<file path="src/rtl/smm_window_guard.sv">
module smm_window_guard #(
  parameter int unsigned AW = 32,
  parameter int unsigned DW = 32,
  parameter bit FEATURE_EN = 1'b1,
  parameter logic [7:0] CFG_OFFSET = 8'h9c,
  parameter logic [AW-1:0] WIN_BASE = 32'h0003_0000,
  parameter logic [AW-1:0] WIN_SIZE = 32'h0002_0000
) (
  input  logic          clk,
  input  logic          rst,
  input  logic [7:0]    cfg_addr,
  input  logic          cfg_wr,
  input  logic [7:0]    cfg_wdata,
  output logic [7:0]    cfg_rdata,
  input  logic          mem_valid,
  input  logic [AW-1:0] mem_addr,
  input  logic [1:0]    mem_size,
  input  logic          mem_we,
  input  logic          mem_smm,
  output logic          ram_req,
  output logic          ram_we,
  input  logic [DW-1:0] ram_rdata,
  output logic [DW-1:0] mem_rdata
);
  localparam logic [AW:0] WIN_LO = {1'b0, WIN_BASE};
  localparam logic [AW:0] WIN_HI = {1'b0, WIN_BASE} + {1'b0, WIN_SIZE} - 1'b1;
  localparam logic [7:0] VAL_PRESENT = 8'h01;
  localparam logic [7:0] VAL_LOCKED  = 8'h02;

  logic queried_q, locked_q;
  logic cfg_hit;
  logic [7:0] reg_val;
  logic [AW:0] first_b, last_b;
  logic in_win, blocked;

  assign cfg_hit = cfg_addr == CFG_OFFSET;

  always_ff @(posedge clk) begin
    if (rst) begin
      queried_q <= 1'b0;
      locked_q  <= 1'b0;
    end else if (FEATURE_EN && cfg_wr && cfg_hit && !locked_q) begin
      if (!queried_q) begin
        if (cfg_wdata == 8'hFF) queried_q <= 1'b1;
      end else if (cfg_wdata[1]) begin
        locked_q <= 1'b1;
      end
    end
  end

  assign reg_val   = locked_q ? VAL_LOCKED : (queried_q ? VAL_PRESENT : 8'h00);
  assign cfg_rdata = cfg_hit ? reg_val : 8'h00;

  assign first_b = {1'b0, mem_addr};
  assign last_b  = first_b + {{(AW-1){1'b0}}, mem_size};
  assign in_win  = (last_b >= WIN_LO) && (first_b <= WIN_HI);
  assign blocked = FEATURE_EN && locked_q && !mem_smm && in_win;

  assign ram_req   = mem_valid && !blocked;
  assign ram_we    = ram_req && mem_we;
  assign mem_rdata = blocked ? {DW{1'b1}} : ram_rdata;

  // reset value check
  p_reset_clear_r1: assert property (@(posedge clk) rst |=> (reg_val == 8'h00));

  p_query_present_r2: assert property (@(posedge clk) disable iff (rst)
    (FEATURE_EN && reg_val == 8'h00 && cfg_wr && cfg_hit && cfg_wdata == 8'hFF)
      |=> (reg_val == VAL_PRESENT));

  p_reset_state_discard_r3: assert property (@(posedge clk) disable iff (rst)
    (reg_val == 8'h00 && cfg_wr && cfg_wdata != 8'hFF) |=> (reg_val == 8'h00));

  p_lock_frozen_r5: assert property (@(posedge clk) disable iff (rst)
    (reg_val == VAL_LOCKED) |=> (reg_val == VAL_LOCKED));

  p_block_base_r6: assert property (@(posedge clk) disable iff (rst)
    (reg_val == VAL_LOCKED && mem_valid && !mem_smm && mem_addr == WIN_BASE)
      |-> (!ram_req && !ram_we && mem_rdata == {DW{1'b1}}));

  p_smm_pass_r7: assert property (@(posedge clk) disable iff (rst)
    (mem_valid && mem_smm) |-> (ram_req && mem_rdata == ram_rdata));

  p_open_pass_r8: assert property (@(posedge clk) disable iff (rst)
    (reg_val != VAL_LOCKED && mem_valid) |-> ram_req);
endmodule

</file>
<file path="config.mk">
export PLATFORM = sky130hd
export DESIGN_NAME = smm_window_guard
export DESIGN_NICKNAME = d
export VERILOG_FILES = /design/src/rtl/smm_window_guard.sv
export SDC_FILE = /design/constraint.sdc
export NUM_CORES = 1
export LEC_CHECK = 0
export BUFFER_PORTS_ARGS = -buffer_cell sky130_fd_sc_hd__clkbuf_2
export CELL_PAD_IN_SITES_DETAIL_PLACEMENT = 0
export CELL_PAD_IN_SITES_GLOBAL_PLACEMENT = 2
export CORE_MARGIN = 5
export CORE_UTILIZATION = 12
export DETAILED_ROUTE_END_ITERATION = 10
export PLACE_DENSITY_LB_ADDON = 0.2
export SLEW_MARGIN = 25
export SYNTH_ARGS = -nofsm -noshare
export SYNTH_HDL_FRONTEND = slang
export SYNTH_SLANG_ARGS = --single-unit
</file>
<file path="constraint.sdc">
create_clock -name clk -period 2.3 [get_ports clk]
set_clock_uncertainty 0.05 [all_clocks]
set_input_delay 0 -clock clk [delete_from_list [all_inputs] [get_ports clk]]
set_output_delay 0 -clock clk [all_outputs]
set_load 0.05 [all_outputs]
</file>
==> flow_summary.ini, run 1 <==
[placed_design]
place_congestion = 0.732
dpl.hpwl_um = 4420
port_buffers = 123
place_ws_ns = -0.407

[critical_path]
max_stage_delay_ns = 0.32
endpoint_kind = output port
start_kind = primary input
crit_required_ns = 2.25
crit_type = primary input to output port
timing.rr.start = locked_q
worstPathArrival_ns = 2.46
cp_slowest_cell = o31ai_4
cp_common_cell = buf_4
critPathLaunch = mem_addr[1]
path_cells = clkbuf_2 -> buf_4 -> ha_1 -> a21o_1 -> buf_4 -> a311oi_1 -> a41oi_1 -> a211o_1 -> o31ai_4 -> buf_12 -> or2b_1 -> clkbuf_8
crit_fanout = 7

[status]
status = complete, but fails checks
violations = negative setup slack

[floorplanning]
pin_count = 130
dieArea_um2 = 10100
fp.dieH_um = 100
num_rows = 33
start_util = 0.121
core_area_um2 = 8090
die_w_um = 100

[drt]
met3_wirelength_um = 591
first_pass_iters = 4
wirelength_met1_um = 2090
avgViaCountPerCell = 4.12
vias = 1654
drtIter0Drc = 42
remaining_drc_errors = 0
ant_nets = 0
routed_wl_um = 5150
wire_per_inst_um = 12.8
met2_wirelength_um = 2470
route.top_layer_used = met3

[global_routing]
overflow = 0
grt_max_degree = 11
grt_pass1_vias = 1687
grt_usage = 0.0979
antenna_found_initial = 0
grt_pass1_wl_um = 8200

[logic_synthesis]
synthCells = 134
synth_top_area_frac = 0.191
syn_area_um2 = 982
synth-edff-count = 0
yosysSeqAreaShare = 0.0408
synthArstFlopShare = 0
ys_ff_latch = 2
yosysUniqueCellTypes = 46
syn_avg_cell_area_um2 = 7.33
yosys-top-cells-area = nand2b_1 19%, buf_4 4.6%, nand4_1 4.5%
yosys.area.top_type = nand2b_1
yosys_warnings = 0
ys.flop_type = dfxtp_1

[timing]
holdWs_ns = 0.0484
slew_headroom = 0.607
fmax_ghz = 0.398
tns_ns = -5.43
worstMarginPinSlew_ns = 0.584
setup_viol = 34
drv_slew = 0
hold_viol = 0
setup_ws_ns = -0.213
rsz0062_at_grt = yes
period_needed_ns = 2.51
post-route-period-util = 1.09

[finish]
syn_to_final_growth_pct = 171
final_common_cell = clkbuf_2
drive_above_1_share = 0.706
layout.nets = 389
diodes = 0
fillerInstances = 841
final_cell_mix = 87 x clkbuf_2, 31 x buf_4, 28 x clkbuf_8

[clock_network]
path_clk_slew_ns = 0.03
root_buffer = clkbuf_8
h-tree-depth = 1
cts_tree = yes
numCtsBuffers = 3
clockBufferDepth = 2
cts.sink_count = 2
worstSkewPairLatency_ns = 0.21

[pwr]
power.density_nw_per_um2 = 238
ir_drop_mv = 0.146
p_leak_nw = 1.35

[hold_path]
min_from = cfg_wr
hp-class = primary input to register

[job]
cap_violations = 0
[cell usage after synthesis, types with 3 or more instances]
| master | instances |
|---|---|
| a21oi_1 | 3 |
| a311oi_1 | 3 |
| a31oi_1 | 4 |
| and2_1 | 3 |
| and4_1 | 4 |
| buf_4 | 6 |
| inv_1 | 3 |
| nand2_1 | 6 |
| nand2b_1 | 30 |
| nand3_1 | 4 |
| nand4_1 | 7 |
| nor2_1 | 6 |
| nor3_1 | 4 |
| nor4_1 | 4 |
| or2b_1 | 3 |
| xnor2_1 | 3 |
[critical path: cells and delay by family]
family,cells,cell delay (ns)
AOI/OAI and AO/OA,5,1.18
adders and majority gates,1,0.29
and+or+nand+nor,1,0.24
buffers and inverters,5,0.75
[cell families after synthesis]
logic type / share of synthesized area
other: 0.00382
AND/OR/NAND/NOR: 0.586
adder cells (fa/ha/maj): 0.0459
buffers and inverters: 0.0790
flip-flops: 0.0408
AO/OA/AOI/OAI: 0.218
XOR/XNOR: 0.0268
[layout make-up]
type | count | area [um2] | share of cell area
Inverter | 3 | 11.3 | 0.00424
Clock buffer | 3 | 41.3 | 0.0155
Tap cell | 105 | 131 | 0.0494
Sequential cell | 2 | 40.0 | 0.0151
Multi-Input combinational cell | 125 | 1070 | 0.401
Timing Repair Buffer | 163 | 1370 | 0.514
[sequential cells by signal (all words and copies together) (netlist names)]
register and flops:
locked_q 1, queried_q 1
[path summary, 6_finish.rpt]
path                  end  depth (start not counted)  slack [ns]
max          mem_rdata[0]                         12       -0.21
min              locked_q                          3        0.05
max reg2reg     queried_q                          3        1.32
min reg2reg     queried_q                          2        0.47
[power by group]
group           switching (W)   total, W  internal [W]  leakage (nW)
sequential     0.000000000219  0.0000350     0.0000350        0.0161
combinational        0.000239   0.000459      0.000220          1.31
clock               0.0000278   0.000139      0.000111        0.0216
total                0.000267   0.000633      0.000366          1.35
[routing by layer]
metal / track usage / vias up
li1: - / 830
met1: 0.128 / 727
met2: 0.169 / 97
met3: 0.0228 / 0
met4: 0.00933 / 0
met5: 0 / -
[through the flow]
stage / area, um2 / utilization / power [W] / cells
floorplan: 1100 / - / 0.000251 / 139
global placement: 2150 / 0.265 / 0.000430 / 392
detailed placement: 2150 / 0.265 / 0.000426 / 392
CTS: 2660 / 0.328 / 0.000633 / 402
global route: 2660 / 0.329 / 0.000667 / 401
finish: 2660 / 0.329 / 0.000633 / 401
[what timing repair did]
| item | in CTS | in global routing |
|---|---|---|
| endpoints found under the setup margin | 34 | 34 |
| hold buffers | 1 | 0 |
| buffers inserted | 5 | 0 |
| gates cloned | 1 | 0 |
| pin swaps | 7 | 2 |
| resized for setup | 81 | 7 |
| hold endpoints to repair | 2 | 0 |
Note: power is estimated with default switching activity, not from simulation.
==> run 2: changes to the inputs <==
Settings changed: CELL_PAD_IN_SITES_GLOBAL_PLACEMENT 2 to 1, CORE_UTILIZATION 12 to 17.
==> run 2 against run 1 <==
The run still ends with negative setup slack left. Final area decreased by 6.4%. Maximum frequency fell by 1.4%. Flip-flop and latch count did not move. Count of clock-buffer cells in the layout unchanged. Clock power fell by 3%. Power down 2.9%. Register-to-register slack better by 0.02 ns. Critical endpoint unchanged. Highest routed layer unchanged. First-iteration DRC count is 31% lower. Sequential share of layout area increased by 0.10 points. Cell count shrank 8.5%.
==> flow_summary.ini, run 2 (synthesis gave the netlist of run 1 again) <==
[timing]
fmax_ghz = 0.393
holdWs_ns = 0.0520
slew_headroom = 0.623
setup_ws_ns = -0.247
post-route-period-util = 1.11
hold_viol = 0
period_needed_ns = 2.55
drv_slew = 0
setup_viol = 34
worstMarginPinSlew_ns = 0.560
rsz0062_at_grt = yes

[pwr]
ir_drop_mv = 0.185
switchingPower_w = 0.000264
pwr-share-clk = 0.219
power_frac_seq = 0.057
swShare = 0.429
p_leak_nw = 1.30
intPower_w = 0.000351
power.density_nw_per_um2 = 247
p_comb_frac = 0.724

[critical_path]
start_kind = primary input
rrSetupSlack_ns = 1.34
worstPathArrival_ns = 2.50
r2r_end = queried_q
crit_fanout = 7
reg2reg_depth = 3
crit_type = primary input to output port
timing.rr.start = locked_q
endpoint_kind = output port
crit_required_ns = 2.25

[finish]
drive_above_1_share = 0.705
diodes = 0
layout.nets = 388
largestRegisters = locked_q x1, queried_q x1
final_cell_mix = 87 x clkbuf_2, 30 x buf_4, 21 x buf_8
final_cell_area_um2 = 2490
final_util = 0.446
final_cells = 367
syn_to_final_growth_pct = 153
final_common_cell = clkbuf_2

[clock_network]
cts_tree = yes
root_buffer = clkbuf_8
clockBufferDepth = 2
h-tree-depth = 1
numCtsBuffers = 3
path_clk_slew_ns = 0.03
worstSkewPairLatency_ns = 0.21
cts.sink_count = 2

[drt]
remaining_drc_errors = 0
avgViaCountPerCell = 4.50
routed_wl_um = 4810
vias = 1650
drtIter0Drc = 29
first_pass_iters = 4
ant_nets = 0
wire_per_inst_um = 13.1

[floorplanning]
die_w_um = 86.0
start_util = 0.176
fp.dieH_um = 86.0
num_rows = 27
dieArea_um2 = 7400
pin_count = 130
core_area_um2 = 5570

[placed_design]
place_ws_ns = -0.373
port_buffers = 123
dpl.hpwl_um = 4080
place_inst = 359
place_congestion = 0.792
dpl_cell_area_um2 = 2020

[hold_path]
min_from = cfg_wr
hp-class = primary input to register
worstHoldPathCells = 3
worstHoldEndpoint = locked_q

[global_routing]
grt_pass1_wl_um = 7240
overflow = 0
antenna_found_initial = 0
grt_max_degree = 14
grt_pass1_vias = 1645
grt_usage = 0.118

[job]
cap_violations = 0

[status]
status = complete, but fails checks
violations = negative setup slack
run 2: cell types whose count changed in the layout (fill, tap and decap cells not counted), moves of 2 or more:
| cell | before | now |
|---|---|---|
| clkbuf_16 | 3 | 1 |
| buf_12 | 9 | 2 |
| clkbuf_8 | 28 | 3 |
| nand2b_4 | 14 | 16 |
| buf_8 | 3 | 21 |
| buf_6 | 4 | 7 |
| nand2b_2 | 15 | 13 |
| clkbuf_4 | 0 | 13 |
run 2: worst max-delay path by stage:
stage | startpoint | endpoint | slack (ns)
global route | mem_addr[0] | mem_rdata[31] | -0.33
floorplan | mem_addr[0] | ram_we | -0.04
CTS | mem_addr[0] | mem_rdata[2] | -0.25
global placement | mem_addr[0] | mem_rdata[31] | -0.32
finish | mem_addr[0] | mem_rdata[0] | -0.25
detailed placement | mem_addr[0] | mem_rdata[10] | -0.37
run 2: routing by layer:
metal  vias up  routed length, um  track usage
li1        830                  -            -
met1       729               1950        0.141
met2        91               2300        0.212
met3         0                566       0.0355
met4         0                  0       0.0173
met5         -                  0            0
run 2: cell type report:
class | count | area, um2
Timing Repair Buffer | 162 | 1230
Sequential cell | 2 | 40.0
Tap cell | 72 | 90.1
Fill cell | 552 | 3090
Inverter | 3 | 11.3
Multi-Input combinational cell | 125 | 1080
Clock buffer | 3 | 41.3
run 2: what timing repair did:
item / in CTS / in global routing
hold endpoints to repair: 2 / 0
gates resized for setup: 63 / 43
endpoints found under the setup margin: 34 / 34
cloned: 1 / 0
buffers inserted: 2 / 2
hold buffers: 1 / 0
pin swaps: 5 / 2
run 2: critical path, cell delays in order:
cell and delay, ns:
buf_6 0.10, ha_4 0.15, fa_2 0.34, nand3_2 0.09
nor4_4 0.06, and4_1 0.22, a211o_1 0.26, a211o_1 0.34
o31ai_4 0.28, buf_6 0.14, buf_12 0.10, or2b_1 0.25
buf_8 0.16
run 2: stage by stage:
stage,total power (W),TNS [ns]
CTS,0.000592,-7.33
global placement,0.000405,-10.00
floorplan,0.000251,-0.320
finish,0.000615,-6.19
global route,0.000653,-9.22
detailed placement,0.000405,-11.80
run 2: power groups by stage:
stage	sequential, W	combinational (W)	clock [W]
3_3_place_gp	0.0000354	0.000370	0
5_1_grt	0.0000350	0.000472	0.000147
3_5_place_dp	0.0000354	0.000370	0
2_1_floorplan	0.0000354	0.000216	0
6_report	0.0000350	0.000445	0.000135
4_1_cts	0.0000350	0.000415	0.000142
==> run 3: changes to the inputs <==
Settings changed: CTS_CLUSTER_DIAMETER set to 60, PLACE_DENSITY set to 0.75, PLACE_DENSITY_LB_ADDON 0.2 to unset.
==> run 3 against run 2 <==
The flow still finishes with violations (negative setup slack). Critical path depth down 1. Cell count shrank 1.6%. Global-route usage about the same. Maximum frequency down 0.12%. Utilization shrank 2.0 points. Critical path type unchanged.
==> flow_summary.ini, run 3 (synthesis gave the netlist of run 1 again) <==
[clock_network]
path_clk_slew_ns = 0.03
numCtsBuffers = 3
clockBufferDepth = 2
cts.sink_count = 2
worstSkewPairLatency_ns = 0.21
cts_tree = yes
h-tree-depth = 1
root_buffer = clkbuf_8

[floorplanning]
num_rows = 27
dieArea_um2 = 7400
fp.dieH_um = 86.0
die_w_um = 86.0
start_util = 0.176
pin_count = 130
core_area_um2 = 5570

[drt]
routed_wl_um = 4630
remaining_drc_errors = 0
drtIter0Drc = 38
ant_nets = 0
first_pass_iters = 4
wire_per_inst_um = 12.8
avgViaCountPerCell = 4.52
vias = 1630

[finish]
final_util = 0.426
layout.nets = 382
final_cell_area_um2 = 2370
largestRegisters = locked_q x1, queried_q x1
syn_to_final_growth_pct = 142
final_common_cell = clkbuf_2
drive_above_1_share = 0.692
diodes = 0
final_cells = 361
fillerInstances = 553
final_cell_mix = 89 x clkbuf_2, 35 x clkbuf_8, 30 x buf_4

[critical_path]
crit_required_ns = 2.25
worstPathArrival_ns = 2.50
start_kind = primary input
endpoint_kind = output port
crit_type = primary input to output port
crit_fanout = 11

[global_routing]
grt_max_degree = 12
grt_usage = 0.118
grt_pass1_vias = 1673
antenna_found_initial = 0
overflow = 0
grt_pass1_wl_um = 7390

[timing]
drv_slew = 0
slew_headroom = 0.594
rsz0062_at_grt = yes
hold_viol = 0
post-route-period-util = 1.11
setup_viol = 34
worstMarginPinSlew_ns = 0.603
period_needed_ns = 2.55
setup_ws_ns = -0.250
fmax_ghz = 0.392

[placed_design]
dpl_cell_area_um2 = 1990
dpl.hpwl_um = 3920
place_inst = 355
port_buffers = 123
place_congestion = 0.803

[pwr]
ir_drop_mv = 0.125
p_leak_nw = 1.19
power.density_nw_per_um2 = 251

[hold_path]
hp-class = primary input to register

[status]
status = complete, but fails checks
violations = negative setup slack

[job]
cap_violations = 0
[run 3: layer usage]
| layer | vias to the layer above | global-route usage | wire, um | share of wire |
|---|---|---|---|---|
| met5 | - | 0 | 0 | 0 |
| met4 | 0 | 0.0173 | 14 | 0.0030 |
| met3 | 2 | 0.0240 | 561 | 0.12 |
| met2 | 92 | 0.226 | 2360 | 0.51 |
| met1 | 722 | 0.136 | 1700 | 0.37 |
| li1 | 814 | - | - | - |
[run 3: final timing paths]
kind | from | end | slack [ns] | cells after the start
min | cfg_wr | locked_q | 0.05 | 3
max | mem_addr[0] | mem_rdata[0] | -0.25 | 12
max reg2reg | locked_q | queried_q | 1.37 | 3
min reg2reg | queried_q | queried_q | 0.45 | 2
[run 3: stage by stage]
| stage | setup WS, ns | power, W | TNS [ns] | hold slack (ns) |
|---|---|---|---|---|
| 6_report | -0.250 | 0.000595 | -5.98 | 0.0465 |
| 5_1_grt | -0.372 | 0.000629 | -10.48 | 0.0796 |
| 4_1_cts | -0.229 | 0.000598 | -6.64 | 0.0522 |
| 3_5_place_dp | -0.374 | 0.000400 | -11.65 | 0.137 |
| 3_3_place_gp | -0.343 | 0.000398 | -10.50 | 0.129 |
| 2_1_floorplan | -0.0351 | 0.000251 | -0.320 | 0.0224 |
[run 3: layout make-up]
type                    count  area (um2)  area share
multi-input cells         125         981       0.413
well taps                  72        90.1      0.0379
inverters                   3        11.3     0.00474
flip-flops and latches      2        40.0      0.0169
repair buffers            156        1210       0.510
clock buffers               3        41.3      0.0174
[run 3: power by group]
group	switching, W	internal, W
registers	0.000000000186	0.0000350
logic	0.000233	0.000192
clock network	0.0000248	0.000110
[run 3: critical path, stage by stage]
cell and delay [ns]:
clkbuf_2 0.10, ha_4 0.16, fa_2 0.36, nand3_2 0.09, nor4_4 0.06, a211oi_1 0.21
a31oi_1 0.07, or4_4 0.54, o31ai_4 0.29, buf_12 0.16, or2b_1 0.26, clkbuf_8 0.19
[run 3: what timing repair did]
item / CTS / global route
gates resized for setup: 70 / 0
hold endpoints to repair: 2 / 0
setup endpoints to repair: 34 / 34
pin swaps: 2 / 0
buffers inserted: 1 / 1
hold buffers: 1 / 0
